===== config.mk =====
export PLATFORM = sky130hd
export DESIGN_NAME = rst_seq
export DESIGN_NICKNAME = d
export VERILOG_FILES = /design/src/rtl/rst_seq_pkg.sv /design/src/rtl/rst_seq_sync.sv /design/src/rtl/rst_seq_timer.sv /design/src/rtl/rst_seq_status.sv /design/src/rtl/rst_seq.sv
export SDC_FILE = /design/constraint.sdc
export NUM_CORES = 1
export LEC_CHECK = 0
export BUFFER_PORTS_ARGS = -buffer_cell sky130_fd_sc_hd__buf_2
export CAP_MARGIN = 20
export CORE_MARGIN = 3
export CORE_UTILIZATION = 63
export DETAILED_ROUTE_END_ITERATION = 10
export GPL_ROUTABILITY_DRIVEN = 0
export GPL_TIMING_DRIVEN = 1
export PLACE_DENSITY = 0.82
export SLEW_MARGIN = 0
export SYNTH_ARGS = -nofsm -noshare
export SYNTH_HDL_FRONTEND = slang
export SYNTH_SLANG_ARGS = --single-unit

===== constraint.sdc =====
create_clock -name clk -period 6.74 [get_ports clk]
set_clock_uncertainty 0.15 [all_clocks]
set_input_delay 0.674 -clock clk [delete_from_list [all_inputs] [get_ports clk]]
set_output_delay 0.674 -clock clk [all_outputs]
set_load 0.02 [all_outputs]

===== src/rtl/rst_seq_pkg.sv =====
// Shared types and helpers for the reset sequencer.
// Assumes select codes are 3 bits wide; code 0 means no power-up delay.
package rst_seq_pkg;

    // Phases of the reset sequence, in the order they are normally visited.
    typedef enum logic [2:0] {
        PH_WAIT_PWR  = 3'd0,
        PH_PWR_EXT   = 3'd1,
        PH_WAIT_SUPP = 3'd2,
        PH_SUPP_EXT  = 3'd3,
        PH_PWRUP     = 3'd4,
        PH_RUN       = 3'd5
    } phase_e;

    // Power-up delay in milliseconds for a select code: 0, then 2^code.
    function automatic int unsigned pwrup_ms(input logic [2:0] code);
        if (code == 3'd0) return 0;
        return 32'd1 << code;
    endfunction

endpackage


===== src/rtl/rst_seq_sync.sv =====
// Two-flop synchronizer for a vector of independent level signals.
// Assumes each bit is a slow level; no multi-bit coherency is implied.
module rst_seq_sync #(
    parameter int WIDTH = 2
) (
    input  logic             clk,
    input  logic             rst_n,
    input  logic [WIDTH-1:0] d_async,
    output logic [WIDTH-1:0] q_sync
);

    logic [WIDTH-1:0] stage1;

    // Two register stages; both clear to "not good" under reset.
    always_ff @(posedge clk) begin
        if (!rst_n) begin
            stage1 <= '0;
            q_sync <= '0;
        end else begin
            stage1 <= d_async;
            q_sync <= stage1;
        end
    end

endmodule


===== src/rtl/rst_seq_timer.sv =====
// Loadable down-counter shared by all delay phases.
// Loading N-1 makes the zero flag appear after N cycles in the phase.
module rst_seq_timer #(
    parameter int CW = 8
) (
    input  logic          clk,
    input  logic          rst_n,
    input  logic          load,
    input  logic [CW-1:0] load_val,
    output logic          at_zero
);

    logic [CW-1:0] cnt;

    // Load takes priority; otherwise count down and stop at zero.
    always_ff @(posedge clk) begin
        if (!rst_n) begin
            cnt <= '0;
        end else if (load) begin
            cnt <= load_val;
        end else if (cnt != '0) begin
            cnt <= cnt - 1'b1;
        end
    end

    assign at_zero = (cnt == '0);

endmodule


===== src/rtl/rst_seq_status.sv =====
// Sticky cause flags: bit 0 power-on, bit 1 brown-out.
// A write clears flags whose data bit is 0; set requests win over clears.
module rst_seq_status (
    input  logic       clk,
    input  logic       rst_n,
    input  logic       set_pwr,
    input  logic       set_supp,
    input  logic       wr_en,
    input  logic [1:0] wr_data,
    output logic [1:0] flags
);

    logic [1:0] keep_mask;
    logic [1:0] set_vec;

    // Build the keep mask from a write and the set vector from causes.
    always_comb begin
        keep_mask = wr_en ? wr_data : 2'b11;
        set_vec   = {set_supp | set_pwr, set_pwr};
    end

    // Flags come up set under reset, since reset implies power-on.
    always_ff @(posedge clk) begin
        if (!rst_n) begin
            flags <= 2'b11;
        end else begin
            flags <= (flags & keep_mask) | set_vec;
        end
    end

endmodule


===== src/rtl/rst_seq.sv =====
// Staged reset sequencer: power-on extension, brown-out extension and a
// selectable power-up delay, then release of the system reset.
// Assumes all delay lengths are at least one cycle except the power-up
// delay, which may be zero. The brown-out level is examined only after
// the power-on extension has run out.
module rst_seq #(
    parameter int TICKS_PER_US = 16,
    parameter int US_PER_MS    = 1000,
    parameter int POR_EXT_US   = 30,
    parameter int BOR_EXT_US   = 100
) (
    input  logic       clk,
    input  logic       rst_n,
    input  logic       por_good_in,
    input  logic       bor_good_in,
    input  logic [2:0] pwrt_sel,
    input  logic       stat_wr_en,
    input  logic [1:0] stat_wr_data,
    output logic       sys_reset_o,
    output logic [1:0] status_o
);
    import rst_seq_pkg::*;

    localparam int PWR_CYC   = POR_EXT_US * TICKS_PER_US;
    localparam int SUPP_CYC  = BOR_EXT_US * TICKS_PER_US;
    localparam int MS_CYC    = US_PER_MS * TICKS_PER_US;
    localparam int PWRUP_MAX = 128 * MS_CYC;
    localparam int EXT_MAX   = (PWR_CYC > SUPP_CYC) ? PWR_CYC : SUPP_CYC;
    localparam int ALL_MAX   = (EXT_MAX > PWRUP_MAX) ? EXT_MAX : PWRUP_MAX;
    localparam int CW        = $clog2(ALL_MAX + 1);

    logic [1:0]    good_sync;
    logic          pwr_ok;
    logic          supp_ok;
    phase_e        phase_q;
    phase_e        phase_d;
    logic          tmr_load;
    logic [CW-1:0] tmr_val;
    logic          tmr_zero;
    logic [CW-1:0] pwrup_cyc;

    rst_seq_sync #(.WIDTH(2)) u_sync (
        .clk     (clk),
        .rst_n   (rst_n),
        .d_async ({bor_good_in, por_good_in}),
        .q_sync  (good_sync)
    );

    assign pwr_ok  = good_sync[0];
    assign supp_ok = good_sync[1];

    rst_seq_timer #(.CW(CW)) u_timer (
        .clk      (clk),
        .rst_n    (rst_n),
        .load     (tmr_load),
        .load_val (tmr_val),
        .at_zero  (tmr_zero)
    );

    // Power-up length in cycles for the current select code.
    always_comb begin
        pwrup_cyc = CW'(pwrup_ms(pwrt_sel) * MS_CYC);
    end

    // Next-phase and timer-load decision; low levels abort at once.
    always_comb begin
        phase_d  = phase_q;
        tmr_load = 1'b0;
        tmr_val  = '0;
        if (!pwr_ok) begin
            phase_d = PH_WAIT_PWR;
        end else begin
            unique case (phase_q)
                PH_WAIT_PWR: begin
                    phase_d  = PH_PWR_EXT;
                    tmr_load = 1'b1;
                    tmr_val  = CW'(PWR_CYC - 1);
                end
                PH_PWR_EXT: begin
                    if (tmr_zero) phase_d = PH_WAIT_SUPP;
                end
                PH_WAIT_SUPP: begin
                    if (supp_ok) begin
                        phase_d  = PH_SUPP_EXT;
                        tmr_load = 1'b1;
                        tmr_val  = CW'(SUPP_CYC - 1);
                    end
                end
                PH_SUPP_EXT: begin
                    if (!supp_ok) begin
                        phase_d = PH_WAIT_SUPP;
                    end else if (tmr_zero) begin
                        if (pwrup_cyc == '0) begin
                            phase_d = PH_RUN;
                        end else begin
                            phase_d  = PH_PWRUP;
                            tmr_load = 1'b1;
                            tmr_val  = pwrup_cyc - 1'b1;
                        end
                    end
                end
                PH_PWRUP: begin
                    if (!supp_ok)      phase_d = PH_WAIT_SUPP;
                    else if (tmr_zero) phase_d = PH_RUN;
                end
                PH_RUN: begin
                    if (!supp_ok) phase_d = PH_WAIT_SUPP;
                end
                default: phase_d = PH_WAIT_PWR;
            endcase
        end
    end

    // Phase register.
    always_ff @(posedge clk) begin
        if (!rst_n) phase_q <= PH_WAIT_PWR;
        else        phase_q <= phase_d;
    end

    assign sys_reset_o = (phase_q != PH_RUN);

    rst_seq_status u_status (
        .clk      (clk),
        .rst_n    (rst_n),
        .set_pwr  (!pwr_ok),
        .set_supp (!supp_ok),
        .wr_en    (stat_wr_en),
        .wr_data  (stat_wr_data),
        .flags    (status_o)
    );

endmodule


# After elaboration in Yosys (flattened, before gate mapping)
# Cells that the tools add are included.
dict set report totals {
  word_cells 59
  regBits 30
  inputBits 10
  out_inout_bits 3
}
dict set report classes {
  n_addsub 2
  n_reduce_logical 10
  multipliers 1
  n_mux 26
  bitwise 3
  shift 1
  n_eq_ne 11
}
# cell count
set ops {}
lappend ops {{$mux W21} 6}
lappend ops {{$pmux W21 S3} 1}
lappend ops {{$logic_not A21 Y1} 2}
lappend ops {{$sub A21 B1 Y21 const B} 2}
lappend ops {{$mul A32 B7 Y14 const B} 1}
lappend ops {{$mux W32} 1}
lappend ops {{$shl A1 B3 Y32 const A} 1}
lappend ops {{$mux W3} 7}
lappend ops {{$reduce_bool A21 Y1} 1}
lappend ops {{$pmux W3 S6} 1}
lappend ops {{$mux W11} 1}
lappend ops {{$ne A3 B3 Y1 const B} 3}
lappend ops {{$mux W1} 7}
lappend ops {{$eq A3 B2 Y1 const B} 2}
lappend ops {{$eq A3 B3 Y1 const B} 2}
lappend ops {{$logic_not A3 Y1} 2}
lappend ops {{$reduce_and A5 Y1} 1}
lappend ops {{$ne A2 B2 Y1 const B} 2}
lappend ops {{$eq A3 B1 Y1 const B} 1}
lappend ops {{$pmux W1 S3} 1}
lappend ops {{$and A2 B2 Y2} 1}
lappend ops {{$logic_not A1 Y1} 2}
lappend ops {{$mux W2} 1}
lappend ops {{$ne A2 B1 Y1 const B} 1}
lappend ops {{other kinds (4)} 4}

# Depth between registers and ports, before layout
# Gate-level depths: netlist of the first run.
dict set report logic_depth {
  ltp_word 11
  mapped_depth 20
  mapped_depth_nobuf 18
}

# By module
# Synthesis of the first run repeated with hierarchy kept, for this count alone.
dict set report hier_totals {
  cells_unflattened 428
  area_unflattened_um2 3508.4
}
# mod area_per_inst_um2 instances cells_each seq_area_each_um2
set by_module_without_submodules {}
lappend by_module_without_submodules {rst_seq 2145.8 1 270 60.1}
lappend by_module_without_submodules {rst_seq_timer 1167.4 1 140 420.4}
lappend by_module_without_submodules {rst_seq_sync 105.1 1 8 80.1}
lappend by_module_without_submodules {rst_seq_status 90.1 1 10 40.0}

# Least setup slack after synthesis of the first run
# OpenSTA, ideal clock, no wires.
dict set report synth_timing {
  kind {input to register}
  from {input pwrt_sel[1]}
  to {register u_timer.cnt[9]}
  setup_slack_ns 0.601
  required_time_ns 6.475
  path_stages 18
  setup_ns 0.115
  path_buffers 2
  t_arrival_ns 5.874
  cell_sequence {clkbuf_1 -> nor3b_1 -> inv_1 -> fa_1 -> xnor2_1 -> ha_1 -> fa_1 -> fa_1 -> ha_1 -> clkbuf_1 -> nand2_1 -> o41ai_1 -> a311o_1 -> mux2_2 -> o311ai_4 -> nor2b_4 -> o21ai_0 -> and3_1}
}
dict set report synth_between {
  elab_chain_cells 11
  word_cells_on_any_way 19
  classes_between {add/sub (1); mul (1); shift (1); mux (13); reduce/logical (3)}
}
# element line_no
set synth_rtl {}
lappend synth_rtl {{start: declaration} rst_seq.sv:16} ;# input logic [2:0] pwrt_sel,
lappend synth_rtl {{$logic_not A3 Y1} rst_seq_pkg.sv:17} ;# if (code == 3'd0) return 0;
lappend synth_rtl {{$mux W1} rst_seq_pkg.sv:17}
lappend synth_rtl {{$mux W32 *} rst_seq_pkg.sv:18} ;# return 32'd1 << code;
lappend synth_rtl {{$mul A32 B7 Y14 *} rst_seq.sv:62} ;# pwrup_cyc = CW'(pwrup_ms(pwrt_sel) * MS_CYC);
lappend synth_rtl {{$sub A21 B1 Y21 / $logic_not A21 Y1 (equally long branches)} {rst_seq.sv:98, rst_seq.sv:93}}
lappend synth_rtl {{$mux W21 / $mux W1 (equally long branches)} rst_seq.sv:93} ;# if (pwrup_cyc == '0) begin
lappend synth_rtl {{$mux W21 / $mux W1 (equally long branches)} rst_seq.sv:92} ;# end else if (tmr_zero) begin
lappend synth_rtl {{$mux W21 / $mux W1 (equally long branches)} rst_seq.sv:90} ;# if (!supp_ok) begin
lappend synth_rtl {{$pmux W21 S3 / $pmux W1 S3 (equally long branches)} rst_seq.sv:73} ;# unique case (phase_q)
lappend synth_rtl {{$mux W21 / $mux W1 (equally long branches)} rst_seq.sv:70} ;# if (!pwr_ok) begin
lappend synth_rtl {{$mux W21 / $reduce_bool A2 Y1 (equally long branches)} n/a}
lappend synth_rtl {{end signal: assignment} rst_seq_timer.sv:20} ;# cnt <= load_val;
lappend synth_rtl {{end signal: assignment} rst_seq_timer.sv:22} ;# cnt <= cnt - 1'b1;
lappend synth_rtl {{end: declaration} rst_seq_timer.sv:13} ;# logic [CW-1:0] cnt;
# Mark *: on every way between the ends. The rest lies on a longest branch, timed or not.
# A chain may end at the register's enable or synchronous reset.

# Worst setup path in the final report of the first run
dict set report layout_timing {
  from {input pwrt_sel[0]}
  to {register u_timer.cnt[20]}
}
# The elaborated chain is that of the path after synthesis.

==> results of run 1 <==
## worst max-delay path, stage by stage
cell	delay [ns]
buf_2	0.14
or3b_2	0.57
inv_1	0.16
ha_1	0.25
ha_1	0.27
inv_1	0.05
fa_1	0.53
inv_1	0.06
fa_1	0.47
ha_1	0.38
o21ai_1	0.13
or3_1	0.37
a221oi_1	0.52
nand4_1	0.26
nor3_1	0.62
xor2_1	0.15
a311o_1	0.38
o21ai_1	0.12
## stage by stage
step | hold WS (ns) | util | setup slack (ns) | instance area [um2] | instances
after floorplan | 0.262 | - | 0.601 | 3080 | 363
after global placement | 0.268 | 0.705 | 0.539 | 3200 | 433
after detailed placement | 0.273 | 0.705 | 0.473 | 3200 | 433
after CTS | 0.289 | 0.729 | 0.730 | 3300 | 441
after global routing | 0.293 | 0.729 | 0.362 | 3300 | 441
final | 0.287 | 0.729 | 0.699 | 3300 | 441
## routing by layer
layer / up-vias / GRT usage
met5: - / 0
met4: 0 / 0.0399
met3: 9 / 0.0414
met2: 66 / 0.399
met1: 1217 / 0.333
li1: 1303 / -
## report_power, final
group	leakage [nW]	internal (W)	switching (W)	total (W)
clock	0.0579	0.000109	0.0000678	0.000176
combinational	1.19	0.000270	0.000314	0.000584
sequential	0.246	0.000233	0.0000555	0.000288
total	1.49	0.000611	0.000437	0.00105
## cell families (layout without fill, tap and decap cells)
kind of cell,Yosys count,count (layout),synth area share
adders and majority gates,49,49,0.238
buffers and inverters,40,53,0.0536
DFF,30,30,0.195
muxes,1,1,0.00365
AOI/OAI and AO/OA,68,68,0.159
xor gates and xnor gates,34,34,0.101
and+or+nand+nor,141,141,0.250
## layout make-up
class / instances / area [um2] / share of cell area
Inverter: 30 / 113 / 0.0341
Clock buffer: 5 / 68.8 / 0.0208
Clock inverter: 3 / 40.0 / 0.0121
Tap cell: 65 / 81.3 / 0.0246
Sequential cell: 30 / 601 / 0.182
Multi-Input combinational cell: 293 / 2320 / 0.702
Timing Repair Buffer: 15 / 82.6 / 0.0250
## registers in the layout, summed over array words and instances, names as in the netlist
register        cells
phase_q             3
u_status.flags      2
u_sync.q_sync       2
u_sync.stage1       2
u_timer.cnt        21
## synth_stat cells, types with 4 or more instances
cell      instances  area (um2)
nor2_1           29         109
nor3b_1           5        37.5
a21oi_1          13        65.1
and3_1            4        25.0
a211oi_1          4        30.0
nand3_1           9        45.0
and2_1           14        87.6
xnor2_1          21         184
o21ai_0           9        45.0
nor3_1           11        55.1
ha_1             33         413
inv_1            30         113
nand2b_1          6        37.5
o22ai_1           9        56.3
fa_1             16         320
nand4_1           4        25.0
clkbuf_1          8        30.0
a21boi_1          4        30.0
xor2_1           12         105
dfxtp_1          30         601
nor4_1            7        43.8
nand2_1          31         116
## worst paths after layout
kind | end | slack, ns | cells past startpoint
max | u_timer.cnt[20] | 0.70 | 18
min | u_sync.q_sync[0] | 0.29 | 1
max reg2reg | u_timer.cnt[11] | 3.44 | 8
min reg2reg | u_sync.q_sync[0] | 0.29 | 1
==> impl_metrics.json, run 1 <==
{
  "status": "finished, final reports clean",
  "ys_warn_count": 0,
  "cts_made_buffers": 5,
  "antenna_found_initial": 0,
  "area_growth_pct": 7.14,
  "met2WireLength_mm": 3.05,
  "nNetsFinal": 434,
  "maxSlewHeadroom": 0.448,
  "ys_seq_area_frac": 0.195,
  "final_common_cell": "ha_1",
  "rsz0062_at_grt": "false",
  "top_layer_used": "met4",
  "place_hpwl_mm": 5.22,
  "timing_worst_setup_path_type": "primary input to flop",
  "firstDrtPassIters": 5,
  "cts_tree": "yes",
  "worstSetupStartpointType": "primary input",
  "dieArea_um2": 5770,
  "synth.distinct_cells": 57,
  "worstPathRequired_ns": 6.81,
  "drt-initial-drc-count": 215,
  "syn_area_per_cell_um2": 8.50,
  "crit_start": "pwrt_sel[0]",
  "grt_pass1_vias": 2580,
  "holdCritPathClass": "flop to flop",
  "path_max_fanout": 9,
  "avgRoutedWirePerCell_um": 15.1,
  "period_needed_ns": 6.04,
  "num_vias": 2595,
  "fmaxAchievable_mhz": 166,
  "grt_max_degree": 27,
  "met1_length_mm": 3.23,
  "tns_ns": 0,
  "irDropWorstVdd_mv": 0.219,
  "maxSlewViolCount": 0,
  "clock_path_buffers": 2,
  "die_h_um": 76.0,
  "hold_viol_final": 0,
  "ant_nets": 0,
  "syn-num-nets": 422,
  "cts_hold_buffers": 0,
  "cts_resized": 0,
  "grt_use_total": 0.240,
  "root_buffer": "clkbuf_8",
  "crit_path_end_kind": "flop",
  "initial_core_util": 0.680,
  "r2r_start": "u_timer.cnt[11]",
  "synth_area_um2": 3080,
  "wl_mm": 6.65,
  "tightest_slew_ns": 0.826,
  "drive_gt1_frac": 0.104,
  "pin_count": 13,
  "io_buffers": 12,
  "layout_common_cells": "ha_1 (33), nand2_1 (31), inv_1 (30), dfxtp_1 (30), nor2_1 (29)",
  "power.density_nw_per_um2": 317,
  "diodes": 0,
  "nFillCells": 379,
  "rows": 24,
  "setup_viol": 0,
  "clk_latency_ns": 0.28,
  "cap_violations": 0,
  "cellLeakagePower_nw": 1.49,
  "total_power_w": 0.00105,
  "synth_edf_count": 0,
  "route.met3.wl_um": 315,
  "cts_setup_buffers": 0,
  "drc_errors": 0,
  "arrival_ns": 6.11,
  "htree_levels": 2,
  "path_clk_slew_ns": 0.07,
  "synthArstFlopShare": 0,
  "core_um2": 4530,
  "synth-main-ff-cell": "dfxtp_1",
  "grt_pass1_wl_mm": 11.6,
  "min-delay-start": "u_sync.stage1[0]",
  "clock-sinks": 30,
  "fin_crit_sh": 0.896,
  "routed_via_density": 5.88,
  "syn_inst": 363,
  "synth-seq-cells": 30,
  "die_x_um": 76.0,
  "grt_overflow": 0
}
Power figures use the tool's default switching activity.
==> run 2: changes to the inputs <==
--- a/config.mk
+++ b/config.mk
@@ -5,7 +5,7 @@
 export SDC_FILE = /design/constraint.sdc
 export NUM_CORES = 1
 export LEC_CHECK = 0
-export BUFFER_PORTS_ARGS = -buffer_cell sky130_fd_sc_hd__buf_2
+export BUFFER_PORTS_ARGS = -buffer_cell sky130_fd_sc_hd__buf_4
 export CAP_MARGIN = 20
 export CORE_MARGIN = 3
 export CORE_UTILIZATION = 63
==> run 2 against run 1 <==
  * Count of clock-buffer cells in the layout unchanged
  * Global-route usage up 1.1 points
  * Maximum frequency up 0.12%
  * Register-to-register slack worse by 0.02 ns
  * Sequential power about the same
==> impl_metrics.json, run 2 (synthesized netlist as in run 1, its figures left out) <==
{
  "die_h_um": 76.0,
  "wl_mm": 6.81,
  "setup_viol": 0,
  "path_clk_slew_ns": 0.07,
  "maxSlewHeadroom": 0.465,
  "irDropWorstVdd_mv": 0.223,
  "grt_pass1_vias": 2568,
  "pin_count": 13,
  "maxSlewViolCount": 0,
  "root_buffer": "clkbuf_8",
  "status": "finished, final reports clean",
  "die_x_um": 76.0,
  "clk_latency_ns": 0.29,
  "timing_worst_setup_path_type": "primary input to flop",
  "top_layer_used": "met4",
  "holdCritPathClass": "flop to flop",
  "initial_core_util": 0.680,
  "htree_levels": 2,
  "grt_use_total": 0.251,
  "ff2ff_setup_slack_ns": 3.42,
  "num_vias": 2651,
  "diodes": 0,
  "met2WireLength_mm": 3.10,
  "worstSetupStartpointType": "primary input",
  "io_buffers": 12,
  "cellLeakagePower_nw": 1.51,
  "cts_made_buffers": 5,
  "hold_viol_final": 0,
  "tightest_slew_ns": 0.801,
  "avgRoutedWirePerCell_um": 15.4,
  "path_max_fanout": 9,
  "dieArea_um2": 5770,
  "fmaxAchievable_mhz": 166,
  "firstDrtPassIters": 5,
  "met1_length_mm": 3.16,
  "clock_path_buffers": 2,
  "rows": 24,
  "arrival_ns": 6.11,
  "grt_overflow": 0,
  "grt_max_degree": 27,
  "cts_hold_buffers": 0,
  "ant_nets": 0,
  "worstHoldPathCells": 1,
  "cts_tree": "yes",
  "crit_path_end_kind": "flop",
  "fin_crit_sh": 0.895,
  "max_flop_register": "u_timer.cnt",
  "largest_reg_flops": 21,
  "power.density_nw_per_um2": 316,
  "antenna_found_initial": 0,
  "place_hpwl_mm": 5.28,
  "nNetsFinal": 434,
  "rsz0062_at_grt": "false",
  "drc_errors": 0,
  "clock-sinks": 30,
  "layout_common_cells": "ha_1 (33), nand2_1 (31), inv_1 (30), dfxtp_1 (30), nor2_1 (29)",
  "cap_violations": 0,
  "routed_via_density": 6.01,
  "total_power_w": 0.00105,
  "cts_setup_buffers": 0,
  "drive_gt1_frac": 0.104,
  "area_growth_pct": 8.11,
  "worstPathRequired_ns": 6.82,
  "core_um2": 4530,
  "reg.largest.list": "u_timer.cnt x21, phase_q x3",
  "grt_pass1_wl_mm": 11.9,
  "rr_worst_depth": 8,
  "final_common_cell": "ha_1",
  "cts_resized": 0,
  "tns_ns": 0,
  "drt-initial-drc-count": 135,
  "period_needed_ns": 6.03,
  "route.met3.wl_um": 438
}
## run 2: cell count changes in the layout (fill, tap and decap cells not counted)
cell   delta
buf_2    -12
buf_4    +12
## run 2: where the power goes
group	internal [W]	switching [W]	total, W
registers	0.000233	0.0000556	0.000288
logic	0.000272	0.000311	0.000582
clock network	0.000109	0.0000732	0.000182
## run 2: critical path, stage by stage
cell	delay (ns)
buf_4	0.14
nor3b_1	0.23
buf_4	0.18
inv_1	0.09
fa_1	0.51
xnor2_1	0.15
ha_1	0.29
fa_1	0.54
fa_1	0.42
ha_1	0.42
o21ai_0	0.31
a21oi_1	0.12
a221oi_1	0.50
nand4_1	0.25
nor3_1	0.64
xor2_1	0.13
a311o_1	0.38
o21ai_1	0.12
## run 2: final timing paths
kind | startpoint | end
min reg2reg | u_sync.stage1[0] | u_sync.q_sync[0]
max reg2reg | u_timer.cnt[11] | u_timer.cnt[11]
max | pwrt_sel[0] | u_timer.cnt[20]
min | u_sync.stage1[0] | u_sync.q_sync[0]
## run 2: layout make-up
type / count / area, um2
inverter: 30 / 113
clock inverter: 3 / 40.0
multi-input combinational: 293 / 2320
fill: 357 / 1200
sequential: 30 / 601
timing repair buffer: 15 / 113
clock buffer: 5 / 68.8
tap: 65 / 81.3
## run 2: layer usage
metal,global-route usage,vias up
met3,0.0532,18
met4,0.0634,0
met1,0.351,1232
met2,0.395,102
li1,-,1299
met5,0,-
## run 2: per-stage QoR
step | hold slack, ns | setup slack, ns | util | cell area (um2) | std cells
after floorplan | 0.262 | 0.601 | - | 3080 | 363
after global placement | 0.266 | 0.526 | 0.711 | 3230 | 433
after detailed placement | 0.274 | 0.474 | 0.711 | 3230 | 433
after CTS | 0.290 | 0.758 | 0.735 | 3330 | 441
after global routing | 0.309 | 0.383 | 0.735 | 3330 | 441
final | 0.286 | 0.706 | 0.735 | 3330 | 441
